`src/rtl/tcc_pkg.sv`:
```
// Package: shared types for the target-cycle channel.
// Assumes: nothing; pure type definitions.
package tcc_pkg;
    // Fragment type carried next to every payload.
    typedef enum logic {
        FRAG_IDLE = 1'b0,
        FRAG_DATA = 1'b1
    } frag_kind_e;
endpackage

```
`src/rtl/tcc_cycle_ctr.sv`:
```
// Module: target-cycle counter for one end of the channel.
// Counts completed target cycles; wraps modulo 2**CYC_W.
// Assumes: step is high for at most one host cycle per target cycle.
module tcc_cycle_ctr #(
    parameter int CYC_W = 16
) (
    input  logic             clk,
    input  logic             rst_n,
    input  logic             step,
    output logic [CYC_W-1:0] cycle
);
    // Advance the target cycle on each completed handshake.
    always_ff @(posedge clk) begin
        if (!rst_n)    cycle <= '0;
        else if (step) cycle <= cycle + 1'b1;
    end


    ctr_step_chk: assert property (@(posedge clk) disable iff (!rst_n)
        step |=> cycle == $past(cycle) + 1'b1);

    ctr_hold_chk: assert property (@(posedge clk) disable iff (!rst_n)
        !step |=> $stable(cycle));
endmodule

```
`src/rtl/tcc_frag_store.sv`:
```
// Module: circular store of in-flight fragments with their release cycle.
// Push writes the tail, pop drops the head; both may occur in one cycle.
// Assumes: the caller never pushes when full without popping in the same
// cycle, and never pops when empty.
module tcc_frag_store
    import tcc_pkg::*;
#(
    parameter int W     = 8,
    parameter int DEPTH = 4,
    parameter int CYC_W = 16
) (
    input  logic             clk,
    input  logic             rst_n,
    input  logic             push,
    input  logic             pop,
    input  frag_kind_e       in_kind,
    input  logic [W-1:0]     in_payload,
    input  logic [CYC_W-1:0] in_release,
    output frag_kind_e       head_kind,
    output logic [W-1:0]     head_payload,
    output logic [CYC_W-1:0] head_release,
    output logic             empty,
    output logic             full
);
    localparam int PTR_W = (DEPTH > 1) ? $clog2(DEPTH) : 1;
    localparam int CNT_W = $clog2(DEPTH + 1);
    localparam logic [PTR_W-1:0] LAST = PTR_W'(DEPTH - 1);

    frag_kind_e       kind_mem [DEPTH];
    logic [W-1:0]     pay_mem  [DEPTH];
    logic [CYC_W-1:0] rel_mem  [DEPTH];
    logic [PTR_W-1:0] wr_ptr, rd_ptr;
    logic [CNT_W-1:0] count;

    // Write the incoming fragment at the tail.
    always_ff @(posedge clk) begin
        if (push) begin
            kind_mem[wr_ptr] <= in_kind;
            pay_mem[wr_ptr]  <= in_payload;
            rel_mem[wr_ptr]  <= in_release;
        end
    end

    // Move pointers and occupancy.
    always_ff @(posedge clk) begin
        if (!rst_n) begin
            wr_ptr <= '0;
            rd_ptr <= '0;
            count  <= '0;
        end else begin
            if (push) wr_ptr <= (wr_ptr == LAST) ? '0 : wr_ptr + 1'b1;
            if (pop)  rd_ptr <= (rd_ptr == LAST) ? '0 : rd_ptr + 1'b1;
            if (push && !pop)      count <= count + 1'b1;
            else if (pop && !push) count <= count - 1'b1;
        end
    end

    // Present the head entry.
    always_comb begin
        head_kind    = kind_mem[rd_ptr];
        head_payload = pay_mem[rd_ptr];
        head_release = rel_mem[rd_ptr];
        empty        = (count == '0);
        full         = (count == CNT_W'(DEPTH));
    end


    no_overflow_chk: assert property (@(posedge clk) disable iff (!rst_n)
        (full && push) |-> pop);

    no_underflow_chk: assert property (@(posedge clk) disable iff (!rst_n)
        empty |-> !pop);

    count_bound_chk: assert property (@(posedge clk) disable iff (!rst_n)
        count <= CNT_W'(DEPTH));
endmodule

```
`src/rtl/tcc_release_gate.sv`:
```
// Module: decides what the receiver sees in its current target cycle.
// For the first LAT receiver cycles it presents filler idle fragments;
// afterwards it presents the stored head once its release cycle is due.
// Assumes: rx_cycle advances exactly when take is high.
module tcc_release_gate
    import tcc_pkg::*;
#(
    parameter int W     = 8,
    parameter int LAT   = 3,
    parameter int CYC_W = 16
) (
    input  logic             clk,
    input  logic             rst_n,
    input  logic [CYC_W-1:0] rx_cycle,
    input  logic             empty,
    input  frag_kind_e       head_kind,
    input  logic [W-1:0]     head_payload,
    input  logic [CYC_W-1:0] head_release,
    input  logic             rcv_ready,
    output logic             rcv_valid,
    output logic             rcv_is_data,
    output logic [W-1:0]     rcv_payload,
    output logic             take,
    output logic             pop,
    output logic             in_fill
);
    localparam int FILL_W = $clog2(LAT + 1);

    logic [FILL_W-1:0] fill_left;
    logic              due;

    // Count down the filler cycles left after reset.
    always_ff @(posedge clk) begin
        if (!rst_n)                        fill_left <= FILL_W'(LAT);
        else if (take && fill_left != '0)  fill_left <= fill_left - 1'b1;
    end

    // Select filler or the due head fragment.
    always_comb begin
        in_fill     = (fill_left != '0);
        due         = !empty && (head_release == rx_cycle);
        rcv_valid   = in_fill || due;
        rcv_is_data = !in_fill && due && (head_kind == FRAG_DATA);
        rcv_payload = (!in_fill && due) ? head_payload : '0;
        take        = rcv_valid && rcv_ready;
        pop         = take && !in_fill;
    end


    fill_hold_chk: assert property (@(posedge clk) disable iff (!rst_n)
        (in_fill && !rcv_ready) |=> $stable(fill_left));

    fill_only_down_chk: assert property (@(posedge clk) disable iff (!rst_n)
        !in_fill |=> !in_fill);
endmodule

```
`src/rtl/tcc_channel.sv`:
```
// Module: target-cycle channel timing model (top).
// One fragment per target cycle per side; a fragment sent in sender
// cycle t is delivered in receiver cycle t+LAT; at most DEPTH stored.
// Assumes: LAT >= 1 and DEPTH >= LAT (checked at elaboration).
module tcc_channel
    import tcc_pkg::*;
#(
    parameter int W     = 8,
    parameter int LAT   = 3,
    parameter int DEPTH = 4,
    parameter int CYC_W = 16
) (
    input  logic             clk,
    input  logic             rst_n,
    input  logic             snd_valid,
    output logic             snd_ready,
    input  logic             snd_is_data,
    input  logic [W-1:0]     snd_payload,
    output logic [CYC_W-1:0] snd_cycle,
    output logic             rcv_valid,
    input  logic             rcv_ready,
    output logic             rcv_is_data,
    output logic [W-1:0]     rcv_payload,
    output logic [CYC_W-1:0] rcv_cycle
);
    // reject parameter sets that could stall a never-pausing sender.
    if (LAT < 1 || DEPTH < LAT) begin : g_bad_params
        $error("tcc_channel: need LAT >= 1 and DEPTH >= LAT");
    end

    frag_kind_e       head_kind;
    logic [W-1:0]     head_payload;
    logic [CYC_W-1:0] head_release;
    logic             empty, full, push, pop, take, in_fill;
    logic [CYC_W-1:0] release_at;
    frag_kind_e       snd_kind;

    // Handshake decode on the sending side.
    always_comb begin
        snd_ready  = !full || pop;
        push       = snd_valid && snd_ready;
        release_at = snd_cycle + CYC_W'(LAT);
        snd_kind   = snd_is_data ? FRAG_DATA : FRAG_IDLE;
    end

    tcc_cycle_ctr #(.CYC_W(CYC_W)) u_tx_ctr (
        .clk(clk), .rst_n(rst_n), .step(push), .cycle(snd_cycle)
    );

    tcc_cycle_ctr #(.CYC_W(CYC_W)) u_rx_ctr (
        .clk(clk), .rst_n(rst_n), .step(take), .cycle(rcv_cycle)
    );

    tcc_frag_store #(.W(W), .DEPTH(DEPTH), .CYC_W(CYC_W)) u_store (
        .clk(clk), .rst_n(rst_n), .push(push), .pop(pop),
        .in_kind(snd_kind), .in_payload(snd_payload), .in_release(release_at),
        .head_kind(head_kind), .head_payload(head_payload),
        .head_release(head_release), .empty(empty), .full(full)
    );

    tcc_release_gate #(.W(W), .LAT(LAT), .CYC_W(CYC_W)) u_gate (
        .clk(clk), .rst_n(rst_n), .rx_cycle(rcv_cycle), .empty(empty),
        .head_kind(head_kind), .head_payload(head_payload),
        .head_release(head_release), .rcv_ready(rcv_ready),
        .rcv_valid(rcv_valid), .rcv_is_data(rcv_is_data),
        .rcv_payload(rcv_payload), .take(take), .pop(pop), .in_fill(in_fill)
    );

    // once filler is over, the stored head is always the one due now.
    release_order_chk: assert property (@(posedge clk) disable iff (!rst_n)
        (!empty && !in_fill) |-> head_release == rcv_cycle);

    empty_quiet_chk: assert property (@(posedge clk) disable iff (!rst_n)
        (empty && !in_fill) |-> !rcv_valid);

    filler_idle_chk: assert property (@(posedge clk) disable iff (!rst_n)
        in_fill |-> (rcv_valid && !rcv_is_data));
endmodule

```
`config.mk`:
```
export PLATFORM = sky130hd
export DESIGN_NAME = tcc_channel
export DESIGN_NICKNAME = d
export VERILOG_FILES = /design/src/rtl/tcc_pkg.sv /design/src/rtl/tcc_cycle_ctr.sv /design/src/rtl/tcc_frag_store.sv /design/src/rtl/tcc_release_gate.sv /design/src/rtl/tcc_channel.sv
export SDC_FILE = /design/constraint.sdc
export NUM_CORES = 1
export LEC_CHECK = 0
export BUFFER_PORTS_ARGS = -buffer_cell sky130_fd_sc_hd__buf_2
export CAP_MARGIN = 20
export CORE_MARGIN = 1
export CORE_UTILIZATION = 40
export DETAILED_ROUTE_END_ITERATION = 8
export SETUP_SLACK_MARGIN = 0.5
export SLEW_MARGIN = 20
export SYNTH_ARGS = -nofsm -noshare
export SYNTH_HDL_FRONTEND = slang
export SYNTH_SLANG_ARGS = --single-unit
```
`constraint.sdc`:
```
create_clock -name clk -period 9.4 [get_ports clk]
set_input_delay 1.41 -clock clk [delete_from_list [all_inputs] [get_ports clk]]
set_output_delay 1.41 -clock clk [all_outputs]
set_load 0.05 [all_outputs]
```
# == Word-level counts from Yosys, hierarchy flattened ==
# Memories as Yosys holds them, arrays and structs flattened. A register that Yosys moved wholly into a read port is not among the register bits.
# Cells that the tools add are included.
# classes
n_reduce_logical,19
muxes,14
add_sub_neg,8
eq_ne,4
# ops
cell,n
"16-bit by 1-bit adder with 16-bit output, second input constant",2
"16-bit by 2-bit adder with 16-bit output, second input constant",1
16-bit equality test,1
2-bit 2-to-1 mux,8
1-bit logical AND,9
8-bit 2-to-1 mux,1
3-bit 2-to-1 mux,2
1-bit zero test,5
"2-bit by 1-bit adder with 2-bit output, second input constant",2
"2-bit equality test, second input constant",2
2-bit nonzero test,2
"3-bit by 1-bit adder with 3-bit output, second input constant",1
"3-bit equality test, second input constant",1
3-bit zero test,1
1-bit 2-to-1 mux,3
"3-bit by 1-bit subtractor with 3-bit output, second input constant",1
1-bit logical OR,2
"2-bit by 1-bit subtractor with 2-bit output, second input constant",1
# totals
out_inout_bits,43
memories,3
regBits,41
mem_bits_rw,100
# mem_list
name,depth,word_bits,rd,rd_clocked_by_memory_dff,wr,line_no,rtl
u_store.rel_mem,4,16,1,1,1,tcc_frag_store.sv:31,logic [CYC_W-1:0] rel_mem [DEPTH];
u_store.pay_mem,4,8,1,1,1,tcc_frag_store.sv:30,logic [W-1:0] pay_mem [DEPTH];
u_store.kind_mem,4,1,1,1,1,tcc_frag_store.sv:29,frag_kind_e kind_mem [DEPTH];

# == Longest topological paths before layout ==
# depth
depth_word,12
ltp_mapped,15
ltp_nobuf,12

# == Hierarchy ==
# From an unflattened synthesis, not the netlist that was laid out.
# hier_totals
hier_cells,444
area_unflattened_um2,6396.1
# by_module_without_submodules
module,cells_each,area_per_inst_um2,n_inst
tcc_frag_store,175,4108.9,1
tcc_cycle_ctr,83,744.5,2
tcc_release_gate,58,466.7,1
tcc_channel,45,331.6,1

# == Worst setup path before layout ==
# No wires, ideal clock.
# synth_timing
path_kind,register to output
from,register (tool-made name)
to,output port rcv_is_data
arrival_ns,2.634
path_slack_ns,5.356
path_buffers,2
path_stages_with_launch,9
cell_sequence,dfxtp_1 buf_6 buf_6 mux4_2 xnor2_1 nand4_1 nor3_1 nand3_1 nor2b_1
# synth_lines
element,line_no,rtl
to (decl),tcc_channel.sv:22,"output logic rcv_is_data,"

==> tab_implementation.tex <==
\begin{tabular}{lr}
\hline
Metric & Value \\
\hline
\multicolumn{2}{l}{\textbf{Run status}} \\
Outcome & completed \\
\multicolumn{2}{l}{\textbf{Floorplan}} \\
Chip width & 127 microns \\
Std-Cell Core Area & 15300 sq um \\
Num ports & 56 \\
Die Outline Area & 16100 sq um \\
Initial core utilization & 41.0\% \\
Site Rows & 45 \\
Die height & 127 microns \\
\multicolumn{2}{l}{\textbf{Setup path}} \\
Startpoint types & flop \\
WP data arrival & 3430 ps \\
Data required time of the worst path & 7990 ps \\
Highest fanout seen on the critical path & 26 \\
Setup crit end kind & output port \\
Start-to-end type of the worst setup path & reg2out \\
\multicolumn{2}{l}{\textbf{Route}} \\
Via/cell ratio & 5.30 \\
Number of iterations in the first detailed-routing pass & 5 \\
DR DRC count & 0 \\
Initial detailed-routing violation count & 228 \\
Wire length per cell & 17.1 microns \\
Vias after detailed routing & 3984 \\
Final WL & 12800 microns \\
Antenna-violating nets left & 0 \\
\multicolumn{2}{l}{\textbf{Pwr}} \\
Switching part of the total & 22.8\% \\
Cell internal power dissipation & 0.00117 W \\
Total net switching power & 0.000344 W \\
Comb pwr share & 9.1\% \\
Sequential fraction of design power & 48.3\% \\
Total power density per cell area & 206 nW/um\^{}2 \\
Clock Power Share & 42.6\% \\
Worst voltage drop across the vdd grid & 0.000131 V \\
Leakage & 2.54 nW \\
\multicolumn{2}{l}{\textbf{Clocking}} \\
Clock insertion delay at the later pin of the skew report & 420 ps \\
Buffer depth of the longest clock path & 2 \\
Number of buffers added by the clock tree synthesis step & 17 \\
Number of instances resized during post-cts repair & 0 \\
Number of buffers added for setup after CTS & 0 \\
Clock sink count & 143 \\
Clock root buffer master & sky130\_fd\_sc\_hd\_\_clkbuf\_16 \\
CTS tree & done \\
CTS H-Tree Depth & 4 \\
Quantity of hold-fixing buffers added after cts & 0 \\
CTS clock-pin slew for the worst setup and hold paths & 50 ps \\
\multicolumn{2}{l}{\textbf{Synthesis}} \\
EDFF count, synth & 100 \\
Most common flop cell mapped by yosys & sky130\_fd\_sc\_hd\_\_edfxtp\_1 \\
Yosys Warn Count & 0 \\
Library cells used by synthesis & 44 \\
Seq/Total Area, Yosys & 61.8\% \\
Net count of the mapped netlist & 489 \\
Synth Register Bits & 143 \\
Post-synth ARST share & 0\% \\
Synth Area per Inst & 13.5 sq um \\
Synthesized cell area & 6260 sq um \\
Number of instances in the synthesized netlist & 465 \\
\multicolumn{2}{l}{\textbf{Layout}} \\
Most frequent cells in the layout & sky130\_fd\_sc\_hd\_\_edfxtp\_1, sky130\_fd\_sc\_hd\_\_buf\_2, sky130\_fd\_sc\_hd\_\_dfxtp\_1, sky130\_fd\_sc\_hd\_\_nand2\_1 \\
Layout-stage area growth over the synthesis result & 17.3\% \\
Ratio of cells with drive above 1 in the final layout & 22.2\% \\
N\_diodes & 0 \\
Final net count & 551 \\
Utilization of the core after routing & 48.1\% \\
Most common cell after layout, fill and taps aside & sky130\_fd\_sc\_hd\_\_edfxtp\_1 \\
\multicolumn{2}{l}{\textbf{Global routing}} \\
Maximum number of pins on one net before global-route repair & 31 \\
Overall global routing resource usage & 17.2\% \\
Total overflow reported by the global router & 0 \\
Antenna violations before repair & 0 \\
Via count of the first global-routing pass & 3881 \\
First-pass GRT wire length & 20700 microns \\
\multicolumn{2}{l}{\textbf{Timing}} \\
Post-route clock period utilization & 51.5\% \\
Final-report hold violation count & 0 \\
Count of final max-slew check failures & 0 \\
Setup repair after global routing missed its margin & no \\
Maximum clock frequency & 207 MHz \\
Setup-failing EPs final & 0 \\
Fin crit period & 4840 ps \\
Worst-margin pin slew & 911 ps \\
Relative slew slack & 39.3\% \\
Sum of negative setup slack & 0 ps \\
Worst-case clock skew & 8.37 ps \\
\multicolumn{2}{l}{\textbf{Placed design}} \\
Port buffer count & 55 \\
Final weighted congestion in routability-driven placement & 0.800 \\
Estimated wirelength of the detail-placed design & 8510 microns \\
\multicolumn{2}{l}{\textbf{Worst hold path}} \\
Class of the tightest hold or removal check & reg2reg \\
\multicolumn{2}{l}{\textbf{Flow run}} \\
Max-capacitance violation count & 0 \\
\hline
\end{tabular}
[kinds of logic (layout without fill, tap and decap cells)]
logic type | after synthesis | count (layout) | share of synthesized area [%]
compound gates | 58 | 58 | 5.28
xor+xnor | 36 | 36 | 5.04
fa+ha+maj | 11 | 11 | 2.32
buf+inv | 35 | 110 | 2.48
flops | 143 | 143 | 61.8
mux | 37 | 37 | 10.5
simple gates | 145 | 145 | 12.6
[area by class of cell]
type | instances | area (sq um)
tap | 211 | 264
clock inverter | 7 | 90.1
sequential | 143 | 3860
multi-input combinational | 287 | 2250
timing repair buffer | 62 | 328
fill | 1358 | 7920
clock buffer | 25 | 475
inverter | 16 | 60.1
[metrics by stage]
step	cell area [sq um]	hold slack, ps	setup WS [ps]	power, W	std cells
finish	7340	496	4560	0.00151	751
global route	7340	545	4150	0.00157	751
CTS	7340	499	4460	0.00153	751
detailed placement	6770	485	4920	0.000883	719
global placement	6770	467	4960	0.000878	719
floorplan	6260	455	5360	0.000838	465
[power by group through the flow]
stage / combinational (W) / clock [W] / sequential (W)
after floorplan: 0.0000898 / 0 / 0.000749
after global placement: 0.000136 / 0 / 0.000742
after detailed placement: 0.000139 / 0 / 0.000744
after CTS: 0.000140 / 0.000659 / 0.000731
after global routing: 0.000152 / 0.000679 / 0.000735
final: 0.000138 / 0.000643 / 0.000731
[worst paths after layout]
kind,startpoint,to,slack (ps),depth (start not counted)
worst max-delay path,flop,rcv_payload[6],4560,7
worst min-delay path,u_gate.fill_left[1],u_gate.fill_left[1],500,2
worst max register to register,flop,u_store.count[2],5100,13
worst min register to register,u_gate.fill_left[1],u_gate.fill_left[1],500,2
[cells in the mapped netlist, types with 9 or more instances]
| cell type | number | area [sq um] |
|---|---|---|
| sky130_fd_sc_hd__o21ai_0 | 9 | 45.0 |
| sky130_fd_sc_hd__xor2_1 | 11 | 96.3 |
| sky130_fd_sc_hd__or4_1 | 12 | 90.1 |
| sky130_fd_sc_hd__nor2_1 | 23 | 86.3 |
| sky130_fd_sc_hd__nor2b_1 | 9 | 56.3 |
| sky130_fd_sc_hd__a21oi_1 | 26 | 130 |
| sky130_fd_sc_hd__edfxtp_1 | 100 | 3000 |
| sky130_fd_sc_hd__mux4_2 | 23 | 518 |
| sky130_fd_sc_hd__inv_1 | 14 | 52.6 |
| sky130_fd_sc_hd__xnor2_1 | 25 | 219 |
| sky130_fd_sc_hd__ha_1 | 10 | 125 |
| sky130_fd_sc_hd__o31ai_1 | 10 | 75.1 |
| sky130_fd_sc_hd__nand2_1 | 30 | 113 |
| sky130_fd_sc_hd__dfxtp_1 | 43 | 861 |
| sky130_fd_sc_hd__nand4_1 | 11 | 68.8 |
| sky130_fd_sc_hd__or3_1 | 19 | 119 |
| sky130_fd_sc_hd__nand3_1 | 14 | 70.1 |
| sky130_fd_sc_hd__mux2i_1 | 13 | 130 |
[routing by layer]
metal  routed length, microns  track usage (%)  up-vias  share of wire [%]
li1                         -                -     1885                  -
met1                     5970             22.4     2000                 46
met2                     6140             27.4       78                 48
met3                      476             4.56       21                3.7
met4                      256             7.00        0                2.0
met5                        0                0        -                  0
[flip-flops by register name (all words and copies together), names as in the netlist, named ones only]
register          flops
u_store.rel_mem      64
u_store.pay_mem      32
u_rx_ctr.cycle       16
u_tx_ctr.cycle       16
u_store.kind_mem      4
u_store.count         3
u_gate.fill_left      2
u_store.rd_ptr        2
u_store.wr_ptr        2
[worst max-delay path, stage by stage, from the launching register on]
cell and delay, ps:
sky130_fd_sc_hd__dfxtp_2 910, sky130_fd_sc_hd__mux4_2 660, sky130_fd_sc_hd__xnor2_1 210, sky130_fd_sc_hd__nand3_1 100, sky130_fd_sc_hd__nor3_1 240, sky130_fd_sc_hd__nand3_1 350, sky130_fd_sc_hd__nor2b_1 220, sky130_fd_sc_hd__buf_2 280
Power figures use the tool's default switching activity.
